## src/rtl/rtc_pkg.sv

```systemverilog
package rtc_pkg;
  // field width fixed by the register layout
  localparam int FLD_W = 11;
  localparam int RGB_W = 24;

  // word indices
  localparam int A_MODE = 0;
  localparam int A_HTIM = 1;
  localparam int A_VTIM = 2;
  localparam int A_SIZE = 3;
  localparam int A_POL  = 4;
  localparam int A_STAT = 5;
  localparam int A_MASK = 6;

  localparam logic [2:0] MODE_OFF  = 3'd0;
  localparam logic [2:0] MODE_PASS = 3'd1;
  localparam logic [2:0] MODE_BARS = 3'd4;

  localparam int SRC_VBL = 0;

  typedef struct packed {
    logic [FLD_W-1:0] act;
    logic [FLD_W-1:0] fp;
    logic [FLD_W-1:0] pw;
    logic [FLD_W-1:0] bp;
  } axis_cfg_t;
endpackage

```

## src/rtl/rtc_axis_counter.sv

```systemverilog
module rtc_axis_counter
  import rtc_pkg::*;
(
  input  logic             clk,
  input  logic             rst,
  input  logic             run,
  input  logic             step,
  input  axis_cfg_t        cfg,
  output logic [FLD_W-1:0] cnt,
  output logic             last,
  output logic             active,
  output logic             sync_on
);
  localparam int SW = FLD_W + 2;

  logic [SW-1:0] s_beg, s_end, total, cnt_x;

  assign s_beg  = SW'(cfg.act) + SW'(cfg.fp);
  assign s_end  = s_beg + SW'(cfg.pw);
  assign total  = s_end + SW'(cfg.bp);
  assign cnt_x  = SW'(cnt);
  assign last   = (cnt_x == total - 1'b1);
  assign active = (cnt < cfg.act);
  assign sync_on = (cnt_x >= s_beg) && (cnt_x < s_end);

  always_ff @(posedge clk) begin
    if (rst || !run) cnt <= '0;
    else if (step)   cnt <= last ? '0 : FLD_W'(cnt + 1'b1);
  end
endmodule

```

## src/rtl/rtc_bar_sel.sv

```systemverilog
module rtc_bar_sel
  import rtc_pkg::*;
#(
  parameter int NBARS = 8,
  localparam int IW = $clog2(NBARS)
) (
  input  logic             clk,
  input  logic             rst,
  input  logic             run,
  input  logic             line_end,
  input  logic             active,
  input  logic [FLD_W-1:0] width,
  output logic [IW-1:0]    idx
);
  logic [FLD_W-1:0] bar_w, bcnt;

  assign bar_w = width >> IW;

  always_ff @(posedge clk) begin
    if (rst || !run || line_end) begin
      bcnt <= '0;
      idx  <= '0;
    end else if (active) begin
      if (bcnt == FLD_W'(bar_w - 1'b1)) begin
        bcnt <= '0;
        if (idx != IW'(NBARS - 1)) idx <= IW'(idx + 1'b1);
      end else begin
        bcnt <= FLD_W'(bcnt + 1'b1);
      end
    end
  end
endmodule

```

## src/rtl/rtc_regfile.sv

```systemverilog
module rtc_regfile
  import rtc_pkg::*;
#(
  parameter int AW       = 4,
  parameter int NBARS    = 8,
  parameter int BAR_BASE = 8,
  parameter int IRQW     = 6,
  localparam int BIW = $clog2(NBARS)
) (
  input  logic             clk,
  input  logic             rst,
  input  logic             wr,
  input  logic [AW-1:0]    addr,
  input  logic [31:0]      wdata,
  output logic [31:0]      rdata,
  input  logic             vbl_evt,
  output logic [2:0]       mode,
  output axis_cfg_t        h_cfg,
  output axis_cfg_t        v_cfg,
  output logic [2:0]       pol,
  input  logic [BIW-1:0]   bar_idx,
  output logic [RGB_W-1:0] bar_rgb,
  output logic [IRQW-1:0]  irq_stat,
  output logic [IRQW-1:0]  irq_mask,
  output logic             irq
);
  logic [31:0]      htim_q, vtim_q, size_q;
  logic [RGB_W-1:0] bar_mem [NBARS];
  logic [IRQW-1:0]  stat_n;
  logic [31:0]      rd_n;
  logic             in_bar;

  assign in_bar = (int'(addr) >= BAR_BASE) && (int'(addr) < BAR_BASE + NBARS);

  always_ff @(posedge clk) begin
    if (rst) begin
      mode     <= MODE_OFF;
      htim_q   <= '0;
      vtim_q   <= '0;
      size_q   <= '0;
      pol      <= '0;
      irq_mask <= '0;
    end else if (wr) begin
      case (int'(addr))
        A_MODE: mode     <= wdata[2:0];
        A_HTIM: htim_q   <= wdata;
        A_VTIM: vtim_q   <= wdata;
        A_SIZE: size_q   <= wdata;
        A_POL:  pol      <= wdata[2:0];
        A_MASK: irq_mask <= wdata[IRQW-1:0];
        default: ;
      endcase
    end
  end

  // colour words: plain RAM, no reset
  always_ff @(posedge clk) begin
    if (wr && in_bar) bar_mem[BIW'(int'(addr) - BAR_BASE)] <= wdata[RGB_W-1:0];
  end
  assign bar_rgb = bar_mem[bar_idx];

  always_comb begin
    stat_n = irq_stat;
    if (wr && int'(addr) == A_STAT) stat_n = irq_stat & ~wdata[IRQW-1:0];
    if (vbl_evt) stat_n[SRC_VBL] = 1'b1;
  end

  always_ff @(posedge clk) begin
    if (rst) irq_stat <= '0;
    else     irq_stat <= stat_n;
  end

  assign irq = |(irq_stat & ~irq_mask);

  always_comb begin
    case (int'(addr))
      A_MODE:  rd_n = {29'd0, mode};
      A_HTIM:  rd_n = htim_q;
      A_VTIM:  rd_n = vtim_q;
      A_SIZE:  rd_n = size_q;
      A_POL:   rd_n = {29'd0, pol};
      A_STAT:  rd_n = {{(32-IRQW){1'b0}}, irq_stat};
      A_MASK:  rd_n = {{(32-IRQW){1'b0}}, irq_mask};
      default: rd_n = in_bar ? {{(32-RGB_W){1'b0}}, bar_mem[BIW'(int'(addr) - BAR_BASE)]} : 32'd0;
    endcase
  end

  always_ff @(posedge clk) begin
    if (rst) rdata <= '0;
    else     rdata <= rd_n;
  end

  assign h_cfg = '{act: size_q[10:0],  fp: htim_q[10:0], pw: htim_q[21:11], bp: {1'b0, htim_q[31:22]}};
  assign v_cfg = '{act: size_q[26:16], fp: vtim_q[10:0], pw: vtim_q[21:11], bp: {1'b0, vtim_q[31:22]}};
endmodule

```

## src/rtl/raster_timing_ctrl.sv

```systemverilog
module raster_timing_ctrl
  import rtc_pkg::*;
#(
  parameter int AW       = 4,
  parameter int NBARS    = 8,
  parameter int BAR_BASE = 8,
  parameter int IRQW     = 6
) (
  input  logic             clk,
  input  logic             rst,
  input  logic             cfg_wr,
  input  logic [AW-1:0]    cfg_addr,
  input  logic [31:0]      cfg_wdata,
  output logic [31:0]      cfg_rdata,
  input  logic [RGB_W-1:0] pix_in,
  output logic             hsync,
  output logic             vsync,
  output logic             csync,
  output logic             de,
  output logic [FLD_W-1:0] pix_x,
  output logic [FLD_W-1:0] pix_y,
  output logic [RGB_W-1:0] pix_out,
  output logic             irq
);
  localparam int BIW = $clog2(NBARS);

  logic [2:0]       mode, pol;
  axis_cfg_t        h_live, v_live, h_sh, v_sh;
  logic [FLD_W-1:0] hcnt, vcnt;
  logic             hlast, vlast, h_act, v_act, h_syn, v_syn;
  logic             run, frame_end, vbl_evt, de_n, hs_a, vs_a;
  logic [BIW-1:0]   bar_idx;
  logic [RGB_W-1:0] bar_rgb;
  logic [IRQW-1:0]  irq_stat, irq_mask;

  rtc_regfile #(.AW(AW), .NBARS(NBARS), .BAR_BASE(BAR_BASE), .IRQW(IRQW)) u_regs (
    .clk(clk), .rst(rst), .wr(cfg_wr), .addr(cfg_addr), .wdata(cfg_wdata),
    .rdata(cfg_rdata), .vbl_evt(vbl_evt), .mode(mode), .h_cfg(h_live),
    .v_cfg(v_live), .pol(pol), .bar_idx(bar_idx), .bar_rgb(bar_rgb),
    .irq_stat(irq_stat), .irq_mask(irq_mask), .irq(irq)
  );

  assign run       = (mode == MODE_PASS) || (mode == MODE_BARS);
  assign frame_end = hlast && vlast;

  // timing shadows: follow the live words while idle, else reload per frame
  always_ff @(posedge clk) begin
    if (rst || !run || frame_end) begin
      h_sh <= h_live;
      v_sh <= v_live;
    end
  end

  rtc_axis_counter u_hcnt (
    .clk(clk), .rst(rst), .run(run), .step(1'b1), .cfg(h_sh),
    .cnt(hcnt), .last(hlast), .active(h_act), .sync_on(h_syn)
  );

  rtc_axis_counter u_vcnt (
    .clk(clk), .rst(rst), .run(run), .step(hlast), .cfg(v_sh),
    .cnt(vcnt), .last(vlast), .active(v_act), .sync_on(v_syn)
  );

  rtc_bar_sel #(.NBARS(NBARS)) u_bars (
    .clk(clk), .rst(rst), .run(run), .line_end(hlast), .active(h_act),
    .width(h_sh.act), .idx(bar_idx)
  );

  assign vbl_evt = run && (hcnt == '0) && (vcnt == v_sh.act);
  assign de_n    = run && h_act && v_act;
  assign hs_a    = run && h_syn;
  assign vs_a    = run && v_syn;

  always_ff @(posedge clk) begin
    if (rst) begin
      de      <= 1'b0;
      hsync   <= 1'b0;
      vsync   <= 1'b0;
      csync   <= 1'b0;
      pix_x   <= '0;
      pix_y   <= '0;
      pix_out <= '0;
    end else begin
      de      <= de_n;
      hsync   <= hs_a ^ pol[0];
      vsync   <= vs_a ^ pol[1];
      csync   <= (hs_a || vs_a) ^ pol[2];
      pix_x   <= run ? hcnt : '0;
      pix_y   <= run ? vcnt : '0;
      pix_out <= !de_n ? '0 : ((mode == MODE_BARS) ? bar_rgb : pix_in);
    end
  end
endmodule

```

## config.mk

```make
export PLATFORM = sky130hd
export DESIGN_NAME = raster_timing_ctrl
export DESIGN_NICKNAME = d
export VERILOG_FILES = /design/src/rtl/rtc_pkg.sv /design/src/rtl/rtc_axis_counter.sv /design/src/rtl/rtc_bar_sel.sv /design/src/rtl/rtc_regfile.sv /design/src/rtl/raster_timing_ctrl.sv
export SDC_FILE = /design/constraint.sdc
export NUM_CORES = 1
export LEC_CHECK = 0
export BUFFER_PORTS_ARGS = -buffer_cell sky130_fd_sc_hd__buf_2
export CAP_MARGIN = 40
export CORE_MARGIN = 1.5
export CORE_UTILIZATION = 35
export DETAILED_ROUTE_END_ITERATION = 10
export HOLD_SLACK_MARGIN = 0.02
export PLACE_DENSITY = 0.47
export SYNTH_ARGS = -nofsm -noshare
export SYNTH_HDL_FRONTEND = slang
export SYNTH_SLANG_ARGS = --single-unit
```

## constraint.sdc

```tcl
create_clock -name clk -period 17.6 [get_ports clk]
set_input_delay 3.52 -clock clk [delete_from_list [all_inputs] [get_ports clk]]
set_output_delay 3.52 -clock clk [all_outputs]
set_load 0.01 [all_outputs]
```

## Word-level counts from Yosys, hierarchy flattened

Memory sizes are Yosys's and may differ from the RTL's. A register that Yosys moved wholly into a read port is not among the register bits.
Index checks and enable logic that the tools add are counted.

- Muxes and demuxes: 11
- Add/sub/neg operators: 14
- Equality and inequality tests: 14
- Magnitude comparators: 7
- $mul: 0
- Divide/modulo/power cells: 0
- Bitwise logic cells: 9
- Reduce and logical (&&, ||, !) cells: 31
- Shift-type cells: 0

Operator list:

| operator | number |
|---|---|
| one-hot mux 32 bit (7 select lines) | 1 |
| 2-to-1 mux 24 bit | 2 |
| adder 11 x 1 -> 11 bit, second input constant | 3 |
| adder 13 x 10 -> 13 bit | 2 |
| adder 13 x 11 -> 13 bit | 2 |
| == test 11 x 13 -> 1 bit | 2 |
| greater-or-equal comparator 11 x 13 -> 1 bit | 2 |
| < comparator 11 x 13 -> 1 bit | 2 |
| subtractor 13 x 1 -> 13 bit, second input constant | 2 |
| adder 11 x 11 -> 12 bit | 2 |
| == test 11 bit | 2 |
| < comparator 11 bit | 2 |
| 2-to-1 mux 11 bit | 2 |
| bitwise AND 6 bit | 2 |
| == test 4 x 3 -> 1 bit, second input constant | 3 |
| inverter 6 bit | 2 |
| AND reduction 2 bit | 6 |
| logical AND 1 bit | 11 |
| logical NOT 11 bit | 1 |
| subtractor 8 x 1 -> 9 bit, second input constant | 1 |
| == test 4 x 2 -> 1 bit, second input constant | 2 |
| 2-to-1 mux 3 bit | 2 |
| OR reduction 2 bit | 3 |
| OR reduction 6 bit | 1 |
| 16 further kinds | 26 |

- Word-level logic and storage cells: 115
- Bits of input ports: 63
- Output and inout port bits: 83
- Register bits: 318
- Memory bits (read-only): 0
- Memory bits (writable): 192
- Memories: 1
- Latch bits: 0

Memory list:

| memory | depth | width | rd ports | clocked after memory_dff | wr ports | line | source |
|---|---|---|---|---|---|---|---|
| u_regs.bar_mem | 8 | 24 | 2 | 1 | 1 | rtc_regfile.sv:28 | `logic [RGB_W-1:0] bar_mem [NBARS];` |

## Depth between registers and ports, before layout

- Word-level depth: 7
- Depth in mapped cells: 27
- Mapped depth without buffers: 26

## By module

From an unflattened synthesis, not the netlist that was laid out.

- Cells, all modules: 2280
- Area, all modules: 26128.8 sq um

By module, submodules not included:

| module | instances | area each (sq um) | cells an instance | sequential area each (sq um) |
|---|---|---|---|---|
| rtc_regfile | 1 | 14417.6 | 1065 | 8688.3 |
| raster_timing_ctrl | 1 | 4425.5 | 285 | 3643.5 |
| rtc_axis_counter (u_vcnt) | 1 | 3238.1 | 412 | 220.2 |
| rtc_axis_counter (u_hcnt) | 1 | 3083.0 | 397 | 220.2 |
| rtc_bar_sel | 1 | 964.7 | 121 | 280.3 |

## Worst setup path after synthesis

No wires, ideal clock.

- Path kind: input -> register
- Start point: input cfg_addr[2]
- End point: memory u_regs.bar_mem[0][0] (enable)
- Setup slack: 10.958 ns
- Required time: 17.165 ns
- Stages: 5
- Buffers on the path: 2
- Setup time: 0.435 ns
- Arrival time: 6.207 ns
- Cell sequence: clkbuf_1 > inv_2 > buf_1 > nand3_1 > nor3_1

- Longest elaborated chain between the ends: 4
- Elaborated cells between the ends (all ways): 5
- Those cells by class: add/sub (1); order compare (1); mux (2); reduce/logical (1)

Ends and longest elaborated chain:

| element | line | source |
|---|---|---|
| from (decl) | raster_timing_ctrl.sv:12 | `input logic [AW-1:0] cfg_addr,` |
| greater-or-equal comparator 4 bit | rtc_regfile.sv:33 | `assign in_bar = (int'(addr) >= BAR_BASE) && (int'(addr) < BAR_BASE + NBARS);` |
| logical AND 1 bit | rtc_regfile.sv:58 | `if (wr && in_bar) bar_mem[BIW'(int'(addr) - BAR_BASE)] <= wdata[RGB_W-1:0];` |
| 2-to-1 mux 1 bit | rtc_regfile.sv:58 |  |
| 2-to-1 mux 1 bit (not written as such) | rtc_regfile.sv:58 |  |
| to (decl) | rtc_regfile.sv:28 |  |

Several ways; a longest one is shown, not always the timed one.

## Worst setup path after layout

- Start point: register h_sh[33] (netlist bit)
- End point: register v_sh[7] (netlist bit) (enable)

- Longest elaborated chain between the ends: 7

Ends and longest elaborated chain:

| element | line | source |
|---|---|---|
| from (decl) | raster_timing_ctrl.sv:28 | `axis_cfg_t h_live, v_live, h_sh, v_sh;` |
| from (signal assigned) | raster_timing_ctrl.sv:49 | `h_sh <= h_live;` |
| adder 11 x 11 -> 12 bit | rtc_axis_counter.sv:18 | `assign s_beg = SW'(cfg.act) + SW'(cfg.fp);` |
| adder 13 x 11 -> 13 bit | rtc_axis_counter.sv:19 | `assign s_end = s_beg + SW'(cfg.pw);` |
| adder 13 x 10 -> 13 bit | rtc_axis_counter.sv:20 | `assign total = s_end + SW'(cfg.bp);` |
| subtractor 13 x 1 -> 13 bit | rtc_axis_counter.sv:22 | `assign last = (cnt_x == total - 1'b1);` |
| == test 11 x 13 -> 1 bit | rtc_axis_counter.sv:22 |  |
| logical AND 1 bit | raster_timing_ctrl.sv:44 | `assign frame_end = hlast && vlast;` |
| logical OR 1 bit | raster_timing_ctrl.sv:48 | `if (rst \|\| !run \|\| frame_end) begin` |
| to (signal assigned) | raster_timing_ctrl.sv:50 | `v_sh <= v_live;` |
| to (decl) | raster_timing_ctrl.sv:28 |  |

Every way passes these cells.
A chain may end at the register's enable or synchronous reset.

==> flow_metrics.env <==
export IMPL_io_buffers=145
export IMPL_fin_util=0.414
export IMPL_synth_top_family_by_area="multiplexers"
export IMPL_dr_wl_met3_mm=4.32
export IMPL_maxSlewViolCount=0
export IMPL_p_per_area_nw_per_um2=99.2
export IMPL_slew_headroom=0.374
export IMPL_crit_fanout=68
export IMPL_holdWs_ps=456
export IMPL_maxCapViolCount=0
export IMPL_crit_top_cell="ha_1"
export IMPL_async_flop_share=0
export IMPL_r2r_start="h_sh[33]$_DFFE_PP_"
export IMPL_synth_area_top_cells="edfxtp_1, dfxtp_1, mux4_2"
export IMPL_ant_nets=0
export IMPL_fp_dieArea_um2=72900
export IMPL_design_area_um2=29100
export IMPL_avgSynthCellArea_um2=11.7
export IMPL_whs_path_depth=2
export IMPL_startpoint_type="register"
export IMPL_wl_per_cell_um=22.1
export IMPL_htree_num_levels=2
export IMPL_synth_cells_most_frequent="edfxtp_1, nand2_1, dfxtp_1, a21oi_1, ha_1"
export IMPL_cts_setup_buffers=0
export IMPL_core_region_area_um2=70300
export IMPL_ys_types=83
export IMPL_synth_edf_count=278
export IMPL_yosysMostFrequentCell="edfxtp_1"
export IMPL_rows=97
export IMPL_drive_above_1_share=0.186
export IMPL_areaGrowthSynthToFinish_pct=16.6
export IMPL_die_width_um=270
export IMPL_grt_pass1_wl_mm=109
export IMPL_timing_final_crit_share=0.415
export IMPL_grt_start_max_net_pins=69
export IMPL_dpl_instance_area_um2=26900
export IMPL_drc=0
export IMPL_ys_ff_latch=513
export IMPL_top_layer="met5"
export IMPL_required_ps=17850
export IMPL_final_net_count=2486
export IMPL_place_congestion=0.855
export IMPL_ios=146
export IMPL_cts_sinks=513
export IMPL_totalWireLength_mm=72.2
export IMPL_crit_type="register to register"
export IMPL_syn_nets=2341
export IMPL_worstSetupStartpoint="h_sh[33]$_DFFE_PP_"
export IMPL_dr_total_vias=17300
export IMPL_wl_met2_mm=33.7
export IMPL_outcome="finished clean"
export IMPL_hp_class="register to register"
export IMPL_p_leak_nw=10.8
export IMPL_netlist_instances=2124
export IMPL_antenna_found_initial=8
export IMPL_dr_first_iter_drc_count=1445
export IMPL_cts_hold_buf=0
export IMPL_reg2reg_depth=25
export IMPL_grt_pass1_vias=17300
export IMPL_cts_tree="done"
export IMPL_hp_start="u_regs.size_q[12]$_SDFFE_PP0P_"
export IMPL_min_period_ps=7310
export IMPL_critPathMaxStageDelay_ps=710
export IMPL_cts_resized=0
export IMPL_drt_met1_wl_mm=32.0
export IMPL_seq_area_frac_synth=0.523
export IMPL_hold_viol=0
export IMPL_fillCellCount=6617
export IMPL_synth_xor_area_frac=0.0411
export IMPL_power_mw=2.89
export IMPL_setup_violations=0
export IMPL_synthesis_area_um2=24900
export IMPL_synth_compound_area_share=0.109
export IMPL_clk_latency_ps=640
export IMPL_clock_path_buffers=3
export IMPL_cts_made_buffers=57
export IMPL_fmax_mhz=137
export IMPL_initial_utilization=0.355
export IMPL_synthAdderAreaFrac=0.0799
export IMPL_synth_area_mux_share=0.110
export IMPL_fp_dieH_um=270
export IMPL_grt_total_usage=0.196
export IMPL_finalClockSkew_ps=18.7
export IMPL_via_per_inst=5.32
export IMPL_clk_pin_slew_ps=60
export IMPL_tightest_slew_ps=939
export IMPL_ir_worst_vdd_mv=0.0723
export IMPL_dp_hpwl_mm=49.9
export IMPL_yosys_area_share_simple=0.103
export IMPL_synth_flop_cell="edfxtp_1"
export IMPL_cts_root_buf="clkbuf_16"
export IMPL_rsz0062_at_grt="false"
export IMPL_critPathCaptureType="register"
export IMPL_cp_data_arrival_time_ps=7550
export IMPL_synth_top_cell_area_share=0.335
export IMPL_ys_warn_count=0
export IMPL_fin_setup_tns_ps=0
export IMPL_first_pass_iters=5
export IMPL_yosysTopAreaCell="edfxtp_1"
export IMPL_cpMaxStageDelayCell="buf_4"
export IMPL_overflow=0
## critical path, delay by kind of cell (launching register included)
kind | cells | cell delay (ps)
adder cells (fa/ha/maj) | 4 | 1450
XOR/XNOR | 3 | 350
flip-flops | 1 | 400
buffers and inverters | 3 | 1210
AO/OA/AOI/OAI | 11 | 2360
AND/OR/NAND/NOR | 4 | 1110
## stage by stage
stage               std cells  setup slack, ps
floorplan                2124            10960
global placement         3140             9910
detailed placement       3149            10310
CTS                      3257            10290
global route             3259             9730
finish                   3260            10290
## cells in the final DEF, fill, tap and decap left out, types with 10 or more instances in the layout
master and count:
ha_1 148, a211oi_1 33, nor3_1 20, clkbuf_16 64
nor2_1 115, o211ai_1 10, a21oi_1 157, nand2_1 243
buf_4 32, nand3_1 36, o21ai_0 31, a21o_1 24
edfxtp_1 278, nand2b_1 25, dfxtp_1 232, xor2_1 48
o21a_1 16, o22ai_1 26, mux4_2 96, clkinv_2 12
a222oi_1 33, mux2i_1 57, inv_1 122, xnor2_1 69
and2_1 18, nor4_1 18, buf_2 143
## layout make-up
type / instances / area, um2 / share of cell area
flip-flops and latches: 513 / 13100 / 0.449
inverters: 123 / 462 / 0.0159
diodes: 2 / 5.00 / 0.000172
clock inverters: 25 / 379 / 0.0130
well taps: 940 / 1180 / 0.0404
multi-input cells: 1389 / 11100 / 0.382
repair buffers: 185 / 1150 / 0.0395
clock buffers: 83 / 1750 / 0.0601
## worst paths after layout
| kind | end | slack (ps) |
|---|---|---|
| worst max register to register | v_sh[7]$_DFFE_PP_ | 10290 |
| worst min-delay path | u_regs.size_q[12]$_SDFFE_PP0P_ | 460 |
| worst min register to register | u_regs.size_q[12]$_SDFFE_PP0P_ | 460 |
| worst max-delay path | v_sh[7]$_DFFE_PP_ | 10290 |
## per-layer routing
metal  global-route usage  up-vias
met4               0.0643       12
met5                    0        -
li1                     -     8184
met2                0.318      511
met3               0.0310      117
met1                0.266     8505
## logic make-up after synthesis
kind of cell	after synthesis
AO/OA/AOI/OAI	407
multiplexers	153
adder cells (fa/ha/maj)	156
XOR/XNOR	117
buffers and inverters	222
flip-flops	513
AND/OR/NAND/NOR	556
## sequential cells by signal, indices dropped and copies added, names as in the netlist, 11 cells and up, named ones only
signal	flops
u_hcnt.cnt	11
u_regs.size_q	32
pix_out	24
pix_y	11
u_regs.bar_mem	192
h_sh	43
u_vcnt.cnt	11
u_bars.bcnt	11
u_regs.rdata	32
u_regs.vtim_q	32
pix_x	11
v_sh	43
u_regs.htim_q	32
## power breakdown
group	switching, mW	internal, mW
combinational	0.160	0.113
clock	0.511	0.809
sequential	0.0124	1.28
total	0.683	2.20
(Power assumes the default switching activity.)
